File: src/rtl/pkt_route_pkg.sv
// Package: shared verdict encoding and table-select codes for the steering unit.
// Assumes: consumers use the 2-bit verdict as driven on dec_verdict.
package pkt_route_pkg;

    typedef enum logic [1:0] {
        VERD_FWD  = 2'd0,
        VERD_UP   = 2'd1,
        VERD_DROP = 2'd2
    } verdict_e;

    localparam logic [1:0] SEL_BASE  = 2'd0;
    localparam logic [1:0] SEL_LIMIT = 2'd1;
    localparam logic [1:0] SEL_CTRL  = 2'd2;
    localparam logic [1:0] SEL_PORT  = 2'd3;

    localparam int CTRL_VLD_BIT = 8;
    localparam int PORT_VLD_BIT = 32;
    localparam int PORT_BLK_BIT = 33;
    localparam int PORT_FRC_BIT = 34;

endpackage

File: src/rtl/route_cfg_regs.sv
// Table storage: address windows and the per-downstream-port ID range and
// access-control bits, written through a simple strobe interface.
// Assumes: DATA_W >= 35 and >= ADDR_W; index field of cfg_addr is 6 bits.
module route_cfg_regs
    import pkt_route_pkg::*;
#(
    parameter int N_WIN  = 8,
    parameter int N_DN   = 4,
    parameter int ADDR_W = 64,
    parameter int ID_W   = 16,
    parameter int PORT_W = 3,
    parameter int DATA_W = 64
) (
    input  logic                           clk,
    input  logic                           rst_n,
    input  logic                           cfg_we,
    input  logic [7:0]                     cfg_addr,
    input  logic [DATA_W-1:0]              cfg_wdata,
    output logic [N_WIN-1:0][ADDR_W-1:0]   win_base,
    output logic [N_WIN-1:0][ADDR_W-1:0]   win_lim,
    output logic [N_WIN-1:0][PORT_W-1:0]   win_tgt,
    output logic [N_WIN-1:0]               win_vld,
    output logic [N_DN-1:0][ID_W-1:0]      id_lo,
    output logic [N_DN-1:0][ID_W-1:0]      id_hi,
    output logic [N_DN-1:0]                id_vld,
    output logic [N_DN-1:0]                acs_blk,
    output logic [N_DN-1:0]                acs_frc
);

    logic [1:0] sel;
    logic [5:0] idx;
    assign sel = cfg_addr[7:6];
    assign idx = cfg_addr[5:0];

    for (genvar w = 0; w < N_WIN; w++) begin : g_win
        // Update one window entry on a matching write; reset invalidates it.
        always_ff @(posedge clk) begin
            if (!rst_n) begin
                win_base[w] <= '0;
                win_lim[w]  <= '0;
                win_tgt[w]  <= '0;
                win_vld[w]  <= 1'b0;
            end else if (cfg_we && idx == 6'(w)) begin
                if (sel == SEL_BASE)  win_base[w] <= cfg_wdata[ADDR_W-1:0];
                if (sel == SEL_LIMIT) win_lim[w]  <= cfg_wdata[ADDR_W-1:0];
                if (sel == SEL_CTRL) begin
                    win_tgt[w] <= cfg_wdata[PORT_W-1:0];
                    win_vld[w] <= cfg_wdata[CTRL_VLD_BIT];
                end
            end
        end
    end

    for (genvar p = 0; p < N_DN; p++) begin : g_dn
        // Update one downstream port's range and policy; reset clears all.
        always_ff @(posedge clk) begin
            if (!rst_n) begin
                id_lo[p]   <= '0;
                id_hi[p]   <= '0;
                id_vld[p]  <= 1'b0;
                acs_blk[p] <= 1'b0;
                acs_frc[p] <= 1'b0;
            end else if (cfg_we && sel == SEL_PORT && idx == 6'(p)) begin
                id_lo[p]   <= cfg_wdata[ID_W-1:0];
                id_hi[p]   <= cfg_wdata[2*ID_W-1:ID_W];
                id_vld[p]  <= cfg_wdata[PORT_VLD_BIT];
                acs_blk[p] <= cfg_wdata[PORT_BLK_BIT];
                acs_frc[p] <= cfg_wdata[PORT_FRC_BIT];
            end
        end
    end

endmodule

File: src/rtl/route_win_match.sv
// Address window decode: compares the packet address with every valid
// window (inclusive bounds) and reports the lowest-index hit.
// Assumes: base <= limit for windows meant to match anything.
module route_win_match #(
    parameter int N_WIN  = 8,
    parameter int ADDR_W = 64,
    parameter int PORT_W = 3
) (
    input  logic [ADDR_W-1:0]             addr,
    input  logic [N_WIN-1:0][ADDR_W-1:0]  win_base,
    input  logic [N_WIN-1:0][ADDR_W-1:0]  win_lim,
    input  logic [N_WIN-1:0][PORT_W-1:0]  win_tgt,
    input  logic [N_WIN-1:0]              win_vld,
    output logic                          hit,
    output logic [PORT_W-1:0]             tgt
);

    logic [N_WIN-1:0] in_range;

    for (genvar w = 0; w < N_WIN; w++) begin : g_cmp
        assign in_range[w] = win_vld[w] && (addr >= win_base[w]) && (addr <= win_lim[w]);
    end

    // Priority pick: scan from the top so the lowest index is written last.
    always_comb begin
        hit = 1'b0;
        tgt = '0;
        for (int w = N_WIN - 1; w >= 0; w--) begin
            if (in_range[w]) begin
                hit = 1'b1;
                tgt = win_tgt[w];
            end
        end
    end

endmodule

File: src/rtl/route_id_match.sv
// Identifier decode: finds the lowest downstream port whose valid range
// contains the packet identifier; port numbers start at 1.
// Assumes: N_DN + 1 fits in PORT_W bits.
module route_id_match #(
    parameter int N_DN   = 4,
    parameter int ID_W   = 16,
    parameter int PORT_W = 3
) (
    input  logic [ID_W-1:0]             id,
    input  logic [N_DN-1:0][ID_W-1:0]   id_lo,
    input  logic [N_DN-1:0][ID_W-1:0]   id_hi,
    input  logic [N_DN-1:0]             id_vld,
    output logic                        hit,
    output logic [PORT_W-1:0]           port
);

    logic [N_DN-1:0] in_range;

    for (genvar p = 0; p < N_DN; p++) begin : g_cmp
        assign in_range[p] = id_vld[p] && (id >= id_lo[p]) && (id <= id_hi[p]);
    end

    // Priority pick of the lowest-numbered claiming port.
    always_comb begin
        hit  = 1'b0;
        port = '0;
        for (int p = N_DN - 1; p >= 0; p--) begin
            if (in_range[p]) begin
                hit  = 1'b1;
                port = PORT_W'(p + 1);
            end
        end
    end

endmodule

File: src/rtl/route_policy.sv
// Verdict logic: turns a match result into forward/upstream/drop, applying
// the self-target check, the upstream-unclaimed rule and access control.
// Assumes: ingress <= N_DN; port 0 is the upstream port.
module route_policy
    import pkt_route_pkg::*;
#(
    parameter int N_DN   = 4,
    parameter int PORT_W = 3
) (
    input  logic [PORT_W-1:0]  ingress,
    input  logic               hit,
    input  logic [PORT_W-1:0]  tgt,
    input  logic [N_DN-1:0]    acs_blk,
    input  logic [N_DN-1:0]    acs_frc,
    output verdict_e           verdict,
    output logic [PORT_W-1:0]  egress,
    output logic               loop,
    output logic               ur,
    output logic               blk
);

    localparam int NPORT = N_DN + 1;

    logic [NPORT-1:0] blk_all;
    logic [NPORT-1:0] frc_all;
    logic             from_up;
    assign blk_all = {acs_blk, 1'b0};
    assign frc_all = {acs_frc, 1'b0};
    assign from_up = (ingress == '0);

    // Decide the verdict in priority order: unclaimed, self, upstream, policy.
    always_comb begin
        verdict = VERD_DROP;
        egress  = '0;
        loop    = 1'b0;
        ur      = 1'b0;
        blk     = 1'b0;
        if (!hit) begin
            if (from_up) ur = 1'b1;
            else         verdict = VERD_UP;
        end else if (tgt == ingress) begin
            loop = 1'b1;
        end else if (tgt == '0) begin
            verdict = VERD_UP;
        end else if (!from_up && blk_all[ingress]) begin
            blk = 1'b1;
        end else if (!from_up && frc_all[ingress]) begin
            verdict = VERD_UP;
        end else begin
            verdict = VERD_FWD;
            egress  = tgt;
        end
    end

endmodule

File: src/rtl/pkt_route_unit.sv
// Top: accepts one header per handshake, decodes it against the tables and
// registers the verdict, holding it until the consumer takes it.
// Assumes: hdr_port <= N_DN and window targets name existing ports.
module pkt_route_unit
    import pkt_route_pkg::*;
#(
    parameter int N_DN   = 4,
    parameter int N_WIN  = 8,
    parameter int ADDR_W = 64,
    parameter int ID_W   = 16,
    localparam int PORT_W = $clog2(N_DN + 1)
) (
    input  logic               clk,
    input  logic               rst_n,
    input  logic               cfg_we,
    input  logic [7:0]         cfg_addr,
    input  logic [ADDR_W-1:0]  cfg_wdata,
    input  logic               hdr_valid,
    output logic               hdr_ready,
    input  logic               hdr_kind,
    input  logic [ADDR_W-1:0]  hdr_addr,
    input  logic [ID_W-1:0]    hdr_id,
    input  logic [PORT_W-1:0]  hdr_port,
    output logic               dec_valid,
    input  logic               dec_ready,
    output logic [1:0]         dec_verdict,
    output logic [PORT_W-1:0]  dec_port,
    output logic               dec_loop,
    output logic               dec_ur,
    output logic               dec_blk
);

    logic [N_WIN-1:0][ADDR_W-1:0] win_base, win_lim;
    logic [N_WIN-1:0][PORT_W-1:0] win_tgt;
    logic [N_WIN-1:0]             win_vld;
    logic [N_DN-1:0][ID_W-1:0]    id_lo, id_hi;
    logic [N_DN-1:0]              id_vld, acs_blk, acs_frc;

    logic              w_hit, i_hit, sel_hit;
    logic [PORT_W-1:0] w_tgt, i_port, sel_tgt, nx_port;
    logic              nx_loop, nx_ur, nx_blk;
    verdict_e          nx_verd, verd_q;
    logic              take;

    route_cfg_regs #(
        .N_WIN(N_WIN), .N_DN(N_DN), .ADDR_W(ADDR_W),
        .ID_W(ID_W), .PORT_W(PORT_W), .DATA_W(ADDR_W)
    ) u_regs (
        .clk(clk), .rst_n(rst_n), .cfg_we(cfg_we), .cfg_addr(cfg_addr),
        .cfg_wdata(cfg_wdata), .win_base(win_base), .win_lim(win_lim),
        .win_tgt(win_tgt), .win_vld(win_vld), .id_lo(id_lo), .id_hi(id_hi),
        .id_vld(id_vld), .acs_blk(acs_blk), .acs_frc(acs_frc)
    );

    route_win_match #(.N_WIN(N_WIN), .ADDR_W(ADDR_W), .PORT_W(PORT_W)) u_win (
        .addr(hdr_addr), .win_base(win_base), .win_lim(win_lim),
        .win_tgt(win_tgt), .win_vld(win_vld), .hit(w_hit), .tgt(w_tgt)
    );

    route_id_match #(.N_DN(N_DN), .ID_W(ID_W), .PORT_W(PORT_W)) u_id (
        .id(hdr_id), .id_lo(id_lo), .id_hi(id_hi), .id_vld(id_vld),
        .hit(i_hit), .port(i_port)
    );

    assign sel_hit = hdr_kind ? i_hit  : w_hit;
    assign sel_tgt = hdr_kind ? i_port : w_tgt;

    route_policy #(.N_DN(N_DN), .PORT_W(PORT_W)) u_pol (
        .ingress(hdr_port), .hit(sel_hit), .tgt(sel_tgt),
        .acs_blk(acs_blk), .acs_frc(acs_frc), .verdict(nx_verd),
        .egress(nx_port), .loop(nx_loop), .ur(nx_ur), .blk(nx_blk)
    );

    assign hdr_ready = !dec_valid || dec_ready;
    assign take      = hdr_valid && hdr_ready;

    // Output register: load on accept, clear once taken, hold otherwise.
    always_ff @(posedge clk) begin
        if (!rst_n) begin
            dec_valid <= 1'b0;
            verd_q    <= VERD_DROP;
            dec_port  <= '0;
            dec_loop  <= 1'b0;
            dec_ur    <= 1'b0;
            dec_blk   <= 1'b0;
        end else if (take) begin
            dec_valid <= 1'b1;
            verd_q    <= nx_verd;
            dec_port  <= nx_port;
            dec_loop  <= nx_loop;
            dec_ur    <= nx_ur;
            dec_blk   <= nx_blk;
        end else if (dec_ready) begin
            dec_valid <= 1'b0;
        end
    end

    assign dec_verdict = verd_q;

    AST_ACCEPT_TO_DECISION: assert property (@(posedge clk) disable iff (!rst_n)
        hdr_valid && hdr_ready |=> dec_valid);
    AST_HOLD_DECISION: assert property (@(posedge clk) disable iff (!rst_n)
        dec_valid && !dec_ready |=> dec_valid && $stable(dec_verdict) && $stable(dec_port));
    AST_STALL_BLOCKS_INPUT: assert property (@(posedge clk) disable iff (!rst_n)
        dec_valid && !dec_ready |-> !hdr_ready);
    AST_NO_UPSTREAM_BOUNCE: assert property (@(posedge clk) disable iff (!rst_n)
        hdr_valid && hdr_ready && hdr_port == '0 |=> dec_verdict != 2'd1);
    AST_NO_SELF_FORWARD: assert property (@(posedge clk) disable iff (!rst_n)
        hdr_valid && hdr_ready |=> !(dec_verdict == 2'd0 && dec_port == $past(hdr_port)));
    AST_DROP_ONE_CAUSE: assert property (@(posedge clk) disable iff (!rst_n)
        dec_valid |-> (dec_verdict == 2'd2) == ($countones({dec_loop, dec_ur, dec_blk}) == 1));
    AST_FWD_DOWNSTREAM: assert property (@(posedge clk) disable iff (!rst_n)
        dec_valid && dec_verdict == 2'd0 |-> dec_port != '0 && dec_port <= PORT_W'(N_DN));

endmodule

File: config.mk
export PLATFORM = sky130hd
export DESIGN_NAME = pkt_route_unit
export DESIGN_NICKNAME = d
export VERILOG_FILES = /design/src/rtl/pkt_route_pkg.sv /design/src/rtl/route_cfg_regs.sv /design/src/rtl/route_win_match.sv /design/src/rtl/route_id_match.sv /design/src/rtl/route_policy.sv /design/src/rtl/pkt_route_unit.sv
export SDC_FILE = /design/constraint.sdc
export NUM_CORES = 2
export LEC_CHECK = 0
export BUFFER_PORTS_ARGS = -buffer_cell sky130_fd_sc_hd__buf_2
export CORE_AREA = 10 10 373 375
export CTS_BUF_LIST = sky130_fd_sc_hd__clkbuf_2 sky130_fd_sc_hd__clkbuf_4 sky130_fd_sc_hd__clkbuf_8
export DETAILED_ROUTE_END_ITERATION = 6
export DIE_AREA = 0 0 383 385
export GPL_ROUTABILITY_DRIVEN = 0
export PLACE_DENSITY = 0.73
export SLEW_MARGIN = 20
export SYNTH_ARGS = -nofsm -noshare
export SYNTH_HDL_FRONTEND = slang
export SYNTH_SLANG_ARGS = --single-unit
export TNS_END_PERCENT = 30
File: constraint.sdc
create_clock -name clk -period 4.77 [get_ports clk]
set_input_delay 0.7155 -clock clk [delete_from_list [all_inputs] [get_ports clk]]
set_output_delay 0.7155 -clock clk [all_outputs]
set_load 0.01 [all_outputs]
==> run summary <==
result of the run -> complete, no violations
R2R depth -> 18
wire per inst -> 21.09 um
DIE AREA -> 147500 um^2
Seq/Total Area, Yosys -> 32.42%
Setup-failing EPs final -> 0
maximum number of pins on one net before global-route repair -> 239
mux share of post-synthesis cell area -> 0.1345%
simple-gate share of the synthesized area -> 18.90%
EDFF count, synth -> 0
startpoint-to-endpoint class of the critical path -> flop to flop
final-report max-slew violation count -> 0
Total Routing Usage GR -> 32.76%
Worst slew margin -> 21.22%
clock latency on the worst-skew pair -> 0.94 ns
hold slack final -> 0.06718 ns
H-tree Lvls -> 4
Post-Place Cell Area -> 79240 um^2
area share of fa/ha/maj cells after synthesis -> 19.37%
hold path endpoint -> dec_valid
unrepaired setup endpoints after global routing -> false
Mapped Nets -> 10922
most common library cell in the layout ignoring fill and taps -> nand2_1
Setup Skew -> 0.04511 ns
post-CTS setup repair buffer count -> 0
dominant combinational cell family by area after synthesis -> compound AO/OA/AOI/OAI gates
ratio of routed vias to standard cells -> 5.806
number of remaining DRC errors -> 0
initial antenna violation count -> 13
arrival time of data at the critical path endpoint -> 5.36 ns
Starting Density -> 56.74%
first-pass iteration count of the detailed router -> 5
total of buffers placed on input and output ports -> 170
CTS root buffer -> clkbuf_8
Worst Setup Start Kind -> flop
power density normalized to cell area -> 272.7 nW/um^2
final worst path period share -> 93.98%
area of all sequential standard cells -> 24120 um^2
final instance area -> 83750 um^2
horizontal extent of the die -> 383 um
row count -> 133
Hold Fails Final Rpt -> 0
reg-to-reg startpoint -> u_regs.win_lim[107]
TritonCTS buffer count -> 208
distinct cell type count after synthesis -> 87
Place WS -> -0.2567 ns
sinks on the clock net -> 1205
highest-count cells in the layout ignoring fill and taps -> 2603 x nand2_1, 1205 x dfxtp_1, 1202 x a21boi_0
Worst Hold Depth -> 3
hold_buf cts -> 0
Synth Area per Inst -> 7.743 um^2
end of the worst register-to-register path -> dec_port[2]
Synth async-reset ratio -> 0%
Hold Startpoint -> hdr_valid
detailed placer's ending HPWL -> 173.9 mm
path class of the lowest-slack min-delay path -> input pin to flop
Slew @ Worst Pin -> 1.182 ns
via count of the first global-routing pass -> 67289
layout net count -> 11211
Peak Freq -> 223.1 MHz
filler cell count -> 11364
antenna violation net count after detailed routing -> 0
number of max-capacitance violations reported -> 0
number of warnings issued by yosys -> 0
residual overflow from global routing -> 0
total negative slack -> 0 ns
share of post-route cells with drive strength above 1 -> 10.22%
VDD IR max -> 0.0003365 V
predominant post-synthesis flop cell -> dfxtp_1
number of standard cells after synthesis -> 9609
largest driver fanout on the critical path -> 5
Starting DRT DRC Count -> 5754
Max Buffers Root-to-Sink -> 3
compound-gate portion of the synthesized area -> 20.61%
required arrival time at the worst endpoint -> 5.65 ns
worst reg2reg setup slack -> 0.29 ns
area growth from synthesis to layout -> 12.56%
die extent in y -> 385 um
floorplan core area -> 131100 um^2
boundary pin count -> 171
count of cells resized by post-cts repair -> 0
clk slew on worst S/H paths -> 0.06 ns
first-pass GRT wire length -> 379.7 mm
#FFs+latches synth -> 1205
total via count in the routed design -> 68620
utilization after layout -> 63.87%
Routed Wire Length -> 249.3 mm
Synth Area in XOR/XNOR -> 0.02186%
kind of capture point of the worst setup path -> flop
multi-input gate area in the final layout -> 44060 um^2
P_leak -> 29.86 nW
min cycle time layout -> 4.483 ns
clock tree from TritonCTS -> done
Synth Cell Area -> 74410 um^2
worst setup slack after layout -> 0.2874 ns
## cells by family after synthesis
family,after synthesis
XOR/XNOR,1
multiplexers,10
flip-flops,1205
AO/OA/AOI/OAI,2183
buffers and inverters,1691
AND/OR/NAND/NOR,3367
adder cells (fa/ha/maj),1152
## sequential cells by signal, summed over array words and instances (netlist names)
signal / cells
u_regs.win_tgt: 24
dec_verdict: 2
u_regs.win_base: 512
dec_valid: 1
u_regs.win_vld: 8
dec_loop: 1
dec_blk: 1
u_regs.win_lim: 512
u_regs.id_lo: 64
dec_ur: 1
u_regs.acs_frc: 4
dec_port: 3
u_regs.acs_blk: 4
u_regs.id_hi: 64
u_regs.id_vld: 4
## worst max-delay path, stage by stage (launching register included)
cell,delay (ns)
dfxtp_1,0.33
inv_1,0.05
ha_1,0.28
a2111oi_0,0.44
o21ai_1,0.13
a221oi_1,0.62
o221ai_1,0.19
nor4_1,0.43
buf_4,0.20
nand2_1,0.09
a21oi_2,0.26
o21bai_1,0.13
or4_1,0.48
o311a_1,0.14
o2111ai_1,0.14
buf_4,0.17
o211ai_2,0.09
buf_4,0.17
o21ai_1,0.11
## worst max-delay path by stage
stage	cells past startpoint	slack [ns]	startpoint	to
floorplan	15	0.59	hdr_addr[0]	dec_loop
global placement	17	-0.23	hdr_addr[47]	dec_loop
detailed placement	18	-0.26	hdr_addr[0]	dec_loop
CTS	18	0.32	u_regs.win_lim[107]	dec_port[2]
global route	17	0.03	u_regs.win_lim[107]	dec_port[1]
finish	18	0.29	u_regs.win_lim[107]	dec_port[2]
## stage by stage
| step | power, mW | std cells |
|---|---|---|
| final | 22.84 | 11819 |
| after global routing | 23.58 | 11816 |
| after CTS | 22.89 | 11809 |
| after detailed placement | 12.77 | 11443 |
| after global placement | 12.69 | 11443 |
| after floorplan | 11.65 | 9609 |
## cell type report
class,instances,area share [%]
repair buffers,594,5.307
clock buffers,334,5.026
clock inverters,32,0.3257
inverters,1176,5.271
diodes,10,0.02988
multi-input cells,6713,52.62
well taps,1755,2.622
flip-flops and latches,1205,28.80
## synth_stat cells (6+ instances only)
library cell	number	area (um^2)
nand2_1	2609	9793
dfxtp_1	1205	24120
a21boi_0	1202	9024
inv_1	1176	4414
ha_1	1152	14410
clkbuf_1	506	1899
a21oi_1	354	1772
nand4_1	191	1195
o21ai_0	173	865.8
nor2_1	141	529.3
nand3_1	138	690.7
a21o_1	106	795.8
nor3_1	68	340.3
a211oi_1	66	495.5
nor4_1	40	250.2
nor2b_1	33	206.5
o211ai_1	33	247.7
o21a_1	33	247.7
and3_1	29	181.4
and4_1	28	245.2
nand2b_1	28	175.2
a221oi_1	27	236.5
a2111oi_0	15	131.4
a211o_1	13	113.9
a31oi_1	13	81.33
o21ai_1	13	65.06
a221o_1	12	120.1
o2111ai_1	11	96.34
or3_1	11	68.82
mux2i_1	10	100.1
and2_1	9	56.30
o221ai_1	9	78.83
o31ai_1	9	67.56
o21bai_1	8	60.06
buf_1	7	26.28
nand3b_1	7	52.55
o41ai_1	7	61.31
or4_1	7	52.55
o211a_1	6	60.06
or2_2	6	37.54
## per-layer routing
layer | wire length (um) | vias up | part of all wire [%] | track usage, %
li1 | - | 32614 | - | -
met2 | 111600 | 2870 | 45 | 53.49
met3 | 22450 | 887 | 9.0 | 6.572
met4 | 18030 | 10 | 7.2 | 21.84
met1 | 97090 | 32239 | 39 | 38.87
met5 | 187 | - | 0.075 | 0.6171
## power breakdown
part	switching [mW]	leakage [nW]	internal, mW	total (mW)
clock	4.50	2.39	5.71	10.2
sequential	0.00959	9.70	10.1	10.1
combinational	1.58	17.8	0.959	2.54
Note: power is estimated with default switching activity, not from simulation.
